[config.mk]
export PLATFORM = sky130hd
export DESIGN_NAME = hdlc_txq_ctrl
export DESIGN_NICKNAME = d
export VERILOG_FILES = /design/src/rtl/hdlc_txq_pkg.sv /design/src/rtl/txq_store.sv /design/src/rtl/txq_irq_regs.sv /design/src/rtl/txq_seq.sv /design/src/rtl/hdlc_txq_ctrl.sv
export SDC_FILE = /design/constraint.sdc
export NUM_CORES = 1
export LEC_CHECK = 0
export BUFFER_PORTS_ARGS = -buffer_cell sky130_fd_sc_hd__buf_4
export CORE_UTILIZATION = 58
export CTS_BUF_LIST = sky130_fd_sc_hd__clkbuf_8
export DETAILED_ROUTE_END_ITERATION = 12
export PLACE_DENSITY = 0.78
export SYNTH_ARGS = -nofsm -noshare
export SYNTH_HDL_FRONTEND = slang
export SYNTH_SLANG_ARGS = --single-unit
[constraint.sdc]
create_clock -name clk -period 3.1 [get_ports clk]
set_input_delay 0.155 -clock clk [delete_from_list [all_inputs] [get_ports clk]]
set_output_delay 0.155 -clock clk [all_outputs]
set_load 0.02 [all_outputs]
[src/rtl/hdlc_txq_pkg.sv]
// Shared constants for the HDLC transmit FIFO host controller.
// Assumes an 8-bit status/mask register; bit positions are fixed.
package hdlc_txq_pkg;
    localparam int ST_W = 8;
    localparam int B_XPR = 0;   // pool ready
    localparam int B_XDU = 1;   // underrun
    localparam int B_XMR = 2;   // repeat request
    localparam logic [ST_W-1:0] ST_RST   = 8'h01;
    localparam logic [ST_W-1:0] MASK_RST = 8'hFC;
endpackage

[src/rtl/txq_store.sv]
// Byte storage of the transmit FIFO: one write port, one asynchronous read.
// Assumes DEPTH is a power of two; contents are not reset.
module txq_store #(
    parameter int DW    = 8,
    parameter int DEPTH = 64,
    localparam int AW   = $clog2(DEPTH)
) (
    input  logic          clk,
    input  logic          we,
    input  logic [AW-1:0] waddr,
    input  logic [DW-1:0] wdata,
    input  logic [AW-1:0] raddr,
    output logic [DW-1:0] rdata
);
    logic [DW-1:0] mem [DEPTH];

    // Store an accepted host byte.
    always_ff @(posedge clk) begin
        if (we) mem[waddr] <= wdata;
    end

    // Present the byte at the read pointer.
    assign rdata = mem[raddr];
endmodule

[src/rtl/txq_irq_regs.sv]
// Sticky interrupt status, mask register, clear-on-read and FIFO lock.
// Assumes events arrive as single-cycle set pulses; a set wins over a clear.
module txq_irq_regs
    import hdlc_txq_pkg::*;
(
    input  logic            clk,
    input  logic            rst_n,
    input  logic            ev_xpr,
    input  logic            ev_xdu,
    input  logic            ev_xmr,
    input  logic            mask_we,
    input  logic [ST_W-1:0] mask_wdata,
    input  logic            rd_stb,
    output logic [ST_W-1:0] rd_data,
    output logic [ST_W-1:0] mask_q,
    output logic            irq,
    output logic            lock
);
    logic [ST_W-1:0] st;
    logic [ST_W-1:0] set_vec;
    logic [ST_W-1:0] clr_vec;

    // Gather event pulses and the read-clear pattern.
    always_comb begin
        set_vec        = '0;
        set_vec[B_XPR] = ev_xpr;
        set_vec[B_XDU] = ev_xdu;
        set_vec[B_XMR] = ev_xmr;
        clr_vec        = rd_stb ? ~mask_q : '0;
    end

    // Sticky status with clear-on-read of visible bits.
    always_ff @(posedge clk) begin
        if (!rst_n) st <= ST_RST;
        else        st <= (st & ~clr_vec) | set_vec;
    end

    // Host-written mask register.
    always_ff @(posedge clk) begin
        if (!rst_n)       mask_q <= MASK_RST;
        else if (mask_we) mask_q <= mask_wdata;
    end

    assign rd_data = st & ~mask_q;
    assign irq     = |rd_data;
    assign lock    = st[B_XDU] | st[B_XMR];
endmodule

[src/rtl/txq_seq.sv]
// Transmit sequencer: pointers, block write limit, frame state, underrun,
// collision handling and pool-ready event generation.
// Assumes DEPTH is a power of two and DEPTH >= BLK_L. A collision or
// transmitter reset in a cycle overrides a line handshake in that cycle.
module txq_seq #(
    parameter int DEPTH = 64,
    parameter int BLK_S = 16,
    parameter int BLK_L = 32,
    localparam int AW   = $clog2(DEPTH),
    localparam int PW   = AW + 1,
    localparam int CW   = $clog2(BLK_L) + 1
) (
    input  logic          clk,
    input  logic          rst_n,
    input  logic          blk_sel,
    input  logic          wr_en,
    input  logic          lock,
    input  logic          cmd_xmit,
    input  logic          cmd_eom,
    input  logic          cmd_txres,
    input  logic          line_ready,
    input  logic          coll_in,
    output logic          wr_acc,
    output logic [AW-1:0] waddr,
    output logic [AW-1:0] raddr,
    output logic          line_valid,
    output logic          line_last,
    output logic          line_abort,
    output logic          ev_xpr,
    output logic          ev_xdu,
    output logic          ev_xmr
);
    logic [PW-1:0] wr_ptr, rd_ptr, base_ptr;
    logic [CW-1:0] blk_cnt, sent;
    logic          active, eom_q, arm;
    logic [CW-1:0] blk;
    logic [PW-1:0] used, rd_nxt;
    logic [PW:0]   space;
    logic          full, avail, fire, coll_hit, first_blk;
    logic          retry, rep, udr, flush, xpr_part, done;

    // Derived occupancy, handshake and event terms.
    always_comb begin
        blk       = blk_sel ? CW'(BLK_L) : CW'(BLK_S);
        used      = wr_ptr - base_ptr;
        space     = (PW+1)'(DEPTH) - {1'b0, used};
        full      = ({1'b0, used} >= (PW+1)'(DEPTH));
        rd_nxt    = rd_ptr + PW'(1);
        avail     = (rd_ptr != wr_ptr);
        first_blk = (sent < blk);
        coll_hit  = active && coll_in && !cmd_txres;
        retry     = coll_hit && first_blk;
        rep       = coll_hit && !first_blk;
        udr       = active && !eom_q && !avail && !coll_hit && !cmd_txres;
        flush     = rep || udr;
        fire      = line_valid && line_ready && !coll_hit && !cmd_txres;
        done      = fire && line_last;
        xpr_part  = arm && active && !eom_q && !cmd_txres
                    && (space >= {{(PW+1-CW){1'b0}}, blk});
        wr_acc    = wr_en && !lock && !full && (blk_cnt < blk) && !cmd_txres;
    end

    assign waddr      = wr_ptr[AW-1:0];
    assign raddr      = rd_ptr[AW-1:0];
    assign line_valid = active && avail;
    assign line_last  = line_valid && eom_q && (rd_nxt == wr_ptr);
    assign line_abort = udr;
    assign ev_xpr     = cmd_txres || xpr_part || done;
    assign ev_xdu     = udr;
    assign ev_xmr     = rep;

    // Pointer and frame state update; later statements take priority.
    always_ff @(posedge clk) begin
        if (!rst_n || cmd_txres) begin
            wr_ptr   <= '0;
            rd_ptr   <= '0;
            base_ptr <= '0;
            blk_cnt  <= '0;
            sent     <= '0;
            active   <= 1'b0;
            eom_q    <= 1'b0;
            arm      <= 1'b0;
        end else begin
            if (wr_acc) begin
                wr_ptr  <= wr_ptr + PW'(1);
                blk_cnt <= blk_cnt + CW'(1);
            end
            if (cmd_xmit) begin
                active  <= 1'b1;
                blk_cnt <= '0;
                eom_q   <= cmd_eom;
                arm     <= !cmd_eom;
            end
            if (xpr_part) arm <= 1'b0;
            if (flush) begin
                wr_ptr   <= '0;
                rd_ptr   <= '0;
                base_ptr <= '0;
                blk_cnt  <= '0;
                sent     <= '0;
                active   <= 1'b0;
                eom_q    <= 1'b0;
                arm      <= 1'b0;
            end else if (retry) begin
                rd_ptr <= base_ptr;
                sent   <= '0;
            end else if (fire) begin
                rd_ptr <= rd_nxt;
                if (first_blk) sent <= sent + CW'(1);
                if (!first_blk || (sent + CW'(1) >= blk)) base_ptr <= rd_nxt;
                if (done) begin
                    base_ptr <= rd_nxt;
                    sent     <= '0;
                    active   <= 1'b0;
                    eom_q    <= 1'b0;
                    arm      <= 1'b0;
                end
            end
        end
    end
endmodule

[src/rtl/hdlc_txq_ctrl.sv]
// HDLC transmit FIFO host controller top: ties storage, sequencer and
// interrupt registers together. Assumes a single clock domain and that
// the serializer takes one byte per handshake.
module hdlc_txq_ctrl
    import hdlc_txq_pkg::*;
#(
    parameter int DW    = 8,
    parameter int DEPTH = 64,
    parameter int BLK_S = 16,
    parameter int BLK_L = 32,
    localparam int AW   = $clog2(DEPTH)
) (
    input  logic            clk,
    input  logic            rst_n,
    input  logic            blk_sel,
    input  logic            wr_en,
    input  logic [DW-1:0]   wr_data,
    output logic            wr_lock,
    input  logic            cmd_xmit,
    input  logic            cmd_eom,
    input  logic            cmd_txreset,
    input  logic            mask_we,
    input  logic [ST_W-1:0] mask_wdata,
    output logic [ST_W-1:0] mask_q,
    input  logic            stat_rd,
    output logic [ST_W-1:0] stat_q,
    output logic            irq,
    output logic            line_valid,
    input  logic            line_ready,
    output logic [DW-1:0]   line_data,
    output logic            line_last,
    output logic            line_abort,
    input  logic            coll_in
);
    logic          wr_acc, ev_xpr, ev_xdu, ev_xmr;
    logic [AW-1:0] waddr, raddr;

    txq_store #(.DW(DW), .DEPTH(DEPTH)) i_store (
        .clk(clk), .we(wr_acc), .waddr(waddr), .wdata(wr_data),
        .raddr(raddr), .rdata(line_data)
    );

    txq_seq #(.DEPTH(DEPTH), .BLK_S(BLK_S), .BLK_L(BLK_L)) i_seq (
        .clk(clk), .rst_n(rst_n), .blk_sel(blk_sel), .wr_en(wr_en),
        .lock(wr_lock), .cmd_xmit(cmd_xmit), .cmd_eom(cmd_eom),
        .cmd_txres(cmd_txreset), .line_ready(line_ready), .coll_in(coll_in),
        .wr_acc(wr_acc), .waddr(waddr), .raddr(raddr),
        .line_valid(line_valid), .line_last(line_last),
        .line_abort(line_abort), .ev_xpr(ev_xpr), .ev_xdu(ev_xdu),
        .ev_xmr(ev_xmr)
    );

    txq_irq_regs i_irq (
        .clk(clk), .rst_n(rst_n), .ev_xpr(ev_xpr), .ev_xdu(ev_xdu),
        .ev_xmr(ev_xmr), .mask_we(mask_we), .mask_wdata(mask_wdata),
        .rd_stb(stat_rd), .rd_data(stat_q), .mask_q(mask_q), .irq(irq),
        .lock(wr_lock)
    );
endmodule

* Word level (Yosys, flattened, before mapping)
Memories as Yosys holds them, arrays and structs flattened. A register that Yosys moved wholly into a read port is not among the register bits. Index checks and enable logic that the tools add are counted.
Word-level totals: register bits 52, bits in writable memories 512, bits of input ports 27, output and inout bits 29, logic and storage cells 102, memories 1
Operators by class: add/subtract/negate cells 6, magnitude comparators 5, equality and inequality tests 2, multiplexer cells 25, bitwise operators 7, reductions and logical operators 46
Memories:
- i_store.mem | depth 64, bits a word 8, read ports 1, clocked after memory_dff 1, wr ports 1, RTL line txq_store.sv:15 | logic [DW-1:0] mem [DEPTH];
Operators by type and width (count):
- two-way mux 6 bit | 5
- two-way mux 7 bit | 4
- logical AND 1 bit | 23
- AND 8 bit | 2
- inverter 8 bit | 2
- two-way mux 1 bit | 15
- adder 7 x 1 -> 7 bit, second input constant | 2
- adder 6 x 1 -> 6 bit, second input constant | 2
- less-than comparator 6 bit | 2
- zero test 1 bit | 9
- greater-or-equal comparator 8 x 6 -> 1 bit | 1
- two-way mux 8 bit | 1
- bitwise OR 8 x 3 -> 8 bit | 1
- OR reduction 8 bit | 1
- subtractor 7 x 7 -> 8 bit, first input constant | 1
- == test 7 bit | 1
- greater-or-equal comparator 7 bit, second input constant | 1
- != test 7 bit | 1
- subtractor 7 bit | 1
- greater-or-equal comparator 6 bit | 1
- nonzero test 2 bit | 3
- OR reduction 3 bit | 2
- logical OR 1 bit | 5
- AND reduction 3 bit | 1
- other kinds (4) | 4

* Depth between registers and ports, before layout
word-level depth 9, depth in mapped cells 12, mapped depth without buffers 12

* Cells and area by module
A second synthesis with hierarchy kept.
Second synthesis, totals: cells, all modules 1313, area, all modules 23311.1 µm²
By module, submodules not included:
- txq_store | instances 1, cells each 932, area an instance 20006.7 µm², sequential area each 15374.7 µm²
- txq_seq | instances 1, cells each 313, area an instance 2668.8 µm², sequential area each 720.7 µm²
- txq_irq_regs | instances 1, cells each 68, area an instance 635.6 µm², sequential area each 320.3 µm²

* Worst setup path before layout
OpenSTA, ideal clock, no wires.
path kind register -> register, start register i_seq.wr_ptr[0], end memory i_store.mem[48][0] (enable), library setup time 370 ps, data arrival time 2850 ps, data required time 2730 ps, setup slack -120 ps, stages on the path, launching flop included 12, path buffers 2, clock period less this slack 3220 ps, cells stage by stage dfxtp_1 inv_1 ha_1 fa_1 nand2b_1 a21oi_1 o211a_2 nand2_1 buf_2 or4_1 buf_2 nor2_1
On the way: cells in the longest elaborated chain, start to end 8
Ends and longest elaborated chain:
- start, declared | RTL line txq_seq.sv:33 | logic [PW-1:0] wr_ptr, rd_ptr, base_ptr;
- start signal, assigned | RTL line txq_seq.sv:85 | wr_ptr <= wr_ptr + PW'(1);
- subtractor 7 bit | RTL line txq_seq.sv:45 | used = wr_ptr - base_ptr;
- greater-or-equal comparator 7 bit | RTL line txq_seq.sv:47 | full = ({1'b0, used} >= (PW+1)'(DEPTH));
- zero test 1 bit | RTL line txq_seq.sv:60 | wr_acc = wr_en && !lock && !full && (blk_cnt < blk) && !cmd_txres;
- logical AND 1 bit (3 in series) | RTL line txq_seq.sv:60
- two-way mux 1 bit | RTL line txq_store.sv:19 | if (we) mem[waddr] <= wdata;
- two-way mux 1 bit (implied by the code) | RTL line txq_store.sv:19
- end, declared | RTL line txq_store.sv:15
Several ways; a longest one is shown, not always the timed one.

==> qor.yml <==
io_pins: 56
drtIter0Drc: 1440
power.density_nw_per_um2: 542
cts.path.max_buffers: 3
fin_crit_sh_pct: 107
syn_nets: 1270
synth_edf_count: 512
required_ns: 2.94
grt_pass1_wl_um: 80100
crit_chain: "buf_12, buf_16, buf_12, mux4_2, mux4_2, mux2_4, nand2_4, o21ai_4, buf_6"
synth_area_leaders: "edfxtp_1 67%, mux4_2 16%, dfxtp_1 5.0%"
crit_type: "reg2out"
drive_gt1_share_pct: 32.3
p_int_uw: 11700
synth_flop_cell: "edfxtp_1"
rows: 72
fin_skew_ns: 0.0355
viasPerCell: 6.25
yosys.area.top_type_share_pct: 66.5
pwr-share-seq_pct: 56.5
comb_power_share_pct: 2.9
hold_depth: 1
rsz0062_at_grt: "true"
min_to: "i_store.mem[47][0]"
worstMarginPinSlew_ns: 0.929
status: "finished with violations"
p_switching_uw: 3120
routed_wl_um: 53200
pre_cts_slack_ns: 0.0584
multi_input_area_um2: 6370
synth_cells: 1226
ys_async_sr_fraction_pct: 0
cts_inserted_buffers: 87
fin_crit_ns: 3.32
portBuffers: 55
hold_violations: 0
r2r_cells: 11
hold_class: "in2reg"
critical_path.top_delay_family: "multiplexers"
insertion_delay_ns: 0.66
dieArea_um2: 40600
power_frac_clock_pct: 40.6
cp-end-kind: "output port"
chipHeight_um: 202
setup-violations-final: 8
antenna_found_initial: 1
core-area_um2: 39000
final_cell_mix: "512 x edfxtp_1, 160 x mux4_2, 140 x buf_4"
vias: 12700
maxCapViolations: 0
avgRoutedWirePerCell_um: 26.1
ys_types: 62
track_usage_pct: 26.8
slowest_stage: "mux4_2"
root_buffer: "clkbuf_8"
worst-path-buf-inv: 4
start_util_pct: 59.2
fin_cells: 2040
htreeDepth: 3
min-delay-start: "wr_data[0]"
final_core_utilization_pct: 70.2
synth_area_per_cell_um2: 18.9
synthMuxAreaShare_pct: 16.8
irDropWorstVdd_v: 0.000594
clock-sinks: 570
worstReg2RegStart: "i_seq.wr_ptr[0]"
die_w_um: 202
synth_top_family_by_area: "multiplexers"
p_total_uw: 14800
grt_max_degree: 65
ys_seq_elements: 570
synth_compound_area_share_pct: 2.85
r2r-end: "i_store.mem[32][6]"
reg2reg_setup_slack_ns: 0.11
critPathLaunchType: "flip-flop"
syn_area_um2: 23100
yosysTopAreaCell: "edfxtp_1"
synth_xor_area_share_pct: 1.29
syn_to_final_growth_pct: 18.5
seqCellArea_um2: 16500
dp_hpwl_um: 30900
slew_headroom_pct: 38.0
synthAdderAreaFrac_pct: 0.953
antenna_left: 0
nets: 1497
grt_pass1_vias: 12900
setup_ws_ns: -0.224
first_pass_iters: 9
gp_congestion: 0.856
cts_tree: "done"
violations: "setup timing"
clkSlewWorstSetupHoldPaths_ns: 0.06
grt.overflow.total: 0
dpl.cell_count: 1825
crit_fanout: 5
leakage_uw: 0.00897
synth_warnings: 0
synthSimpleGateAreaFrac_pct: 4.82
cp.arrival_ns: 3.17
final_common_cell: "edfxtp_1"
insertedDiodeCount: 0
p_sw_share_pct: 21.0
drv_slew: 0
drc: 0
nFillCells: 2290
max_stage_delay_ns: 0.54
max_freq_mhz: 301
ys_seq_area_share_pct: 71.5
power groups by stage:
stage | clock network (uW) | logic [uW] | registers (uW)
6_report | 6020 | 428 | 8390
5_1_grt | 6450 | 455 | 8390
4_1_cts | 6100 | 418 | 8390
3_5_place_dp | 0 | 362 | 8550
3_3_place_gp | 0 | 352 | 8550
2_1_floorplan | 0 | 131 | 8560
through the flow:
step	TNS [ns]	instance area, um2	hold WS, ns
after floorplan	-29.09	23100	0.254
after global placement	0	24700	0.368
after detailed placement	0	24700	0.373
after CTS	-1.66	27200	0.0547
after global routing	-2.26	27400	0.0973
final	-1.60	27400	0.0935
flip-flops by register name, summed over array words and instances, names as in the netlist, named ones only:
name / cells
i_irq.st: 8
i_seq.rd_ptr: 7
i_seq.base_ptr: 7
i_seq.blk_cnt: 6
i_seq.active: 1
i_seq.arm: 1
i_seq.eom_q: 1
i_store.mem: 512
i_seq.wr_ptr: 7
i_seq.sent: 6
i_irq.mask_q: 8
layout make-up:
| cell class | count | area share, % |
|---|---|---|
| sequential | 570 | 60.4 |
| multi-input combinational | 566 | 23.3 |
| timing repair buffer | 207 | 7.50 |
| clock buffer | 92 | 4.62 |
| tap | 518 | 2.37 |
| clock inverter | 66 | 1.56 |
| inverter | 21 | 0.288 |
worst register-to-register path: stages, from the launching register on:
cell,delay [ns]
dfxtp_1,0.33
inv_1,0.06
ha_1,0.21
fa_2,0.37
nand2b_1,0.20
a21oi_2,0.20
o211a_4,0.22
nand2_2,0.09
or4_1,0.48
buf_4,0.19
nor2_1,0.12
buf_4,0.20
repair_timing:
item | CTS | global route
hold buffers | 32 | 0
cloned | 7 | 1
hold endpoints to repair | 20 | 0
resized for setup | 38 | 33
setup endpoints to repair | 9 | 505
pin swaps | 1 | 2
buffers inserted | 16 | 2
per-layer routing:
| metal | vias to the layer above | GRT usage (%) | wire, um |
|---|---|---|---|
| li1 | 5438 | - | - |
| met1 | 6504 | 38.1 | 21200 |
| met2 | 712 | 42.5 | 25900 |
| met3 | 88 | 5.96 | 5070 |
| met4 | 2 | 7.44 | 1050 |
| met5 | - | 0 | 11 |
Yosys cell counts, types with 5 or more instances:
cell	count
a21oi_1	20
and3_1	6
xnor2_1	21
buf_1	11
edfxtp_1	512
nand2_1	36
a21o_1	8
mux2_2	7
o211a_1	5
o21ai_1	10
clkbuf_1	30
ha_1	16
mux2i_1	21
nand4_1	7
buf_2	20
o21ai_0	15
xor2_1	13
nor4_1	6
nand2b_1	5
nand3_1	20
buf_4	8
a211oi_1	5
nor2b_1	15
nor3_1	10
inv_1	21
or4_1	7
dfxtp_1	58
mux4_2	160
nor2_1	96
cells by family after synthesis:
kind of cell	after synthesis
fa+ha+maj	17
compound gates	97
xor+xnor	34
flops	570
mux	188
simple gates	230
buf+inv	90
how the worst max path moves through the flow:
stage,from,to,slack [ns],cells after the start
after detailed placement,i_seq.wr_ptr[0],i_store.mem[33][0],0.06,11
after CTS,flip-flop,line_data[6],-0.21,9
final,flip-flop,line_data[6],-0.22,9
after floorplan,i_seq.wr_ptr[0],i_store.mem[48][0],-0.12,11
after global placement,i_seq.wr_ptr[0],i_store.mem[22][6],0.11,11
after global routing,flip-flop,line_data[5],-0.32,9
Power figures use the tool's default switching activity.
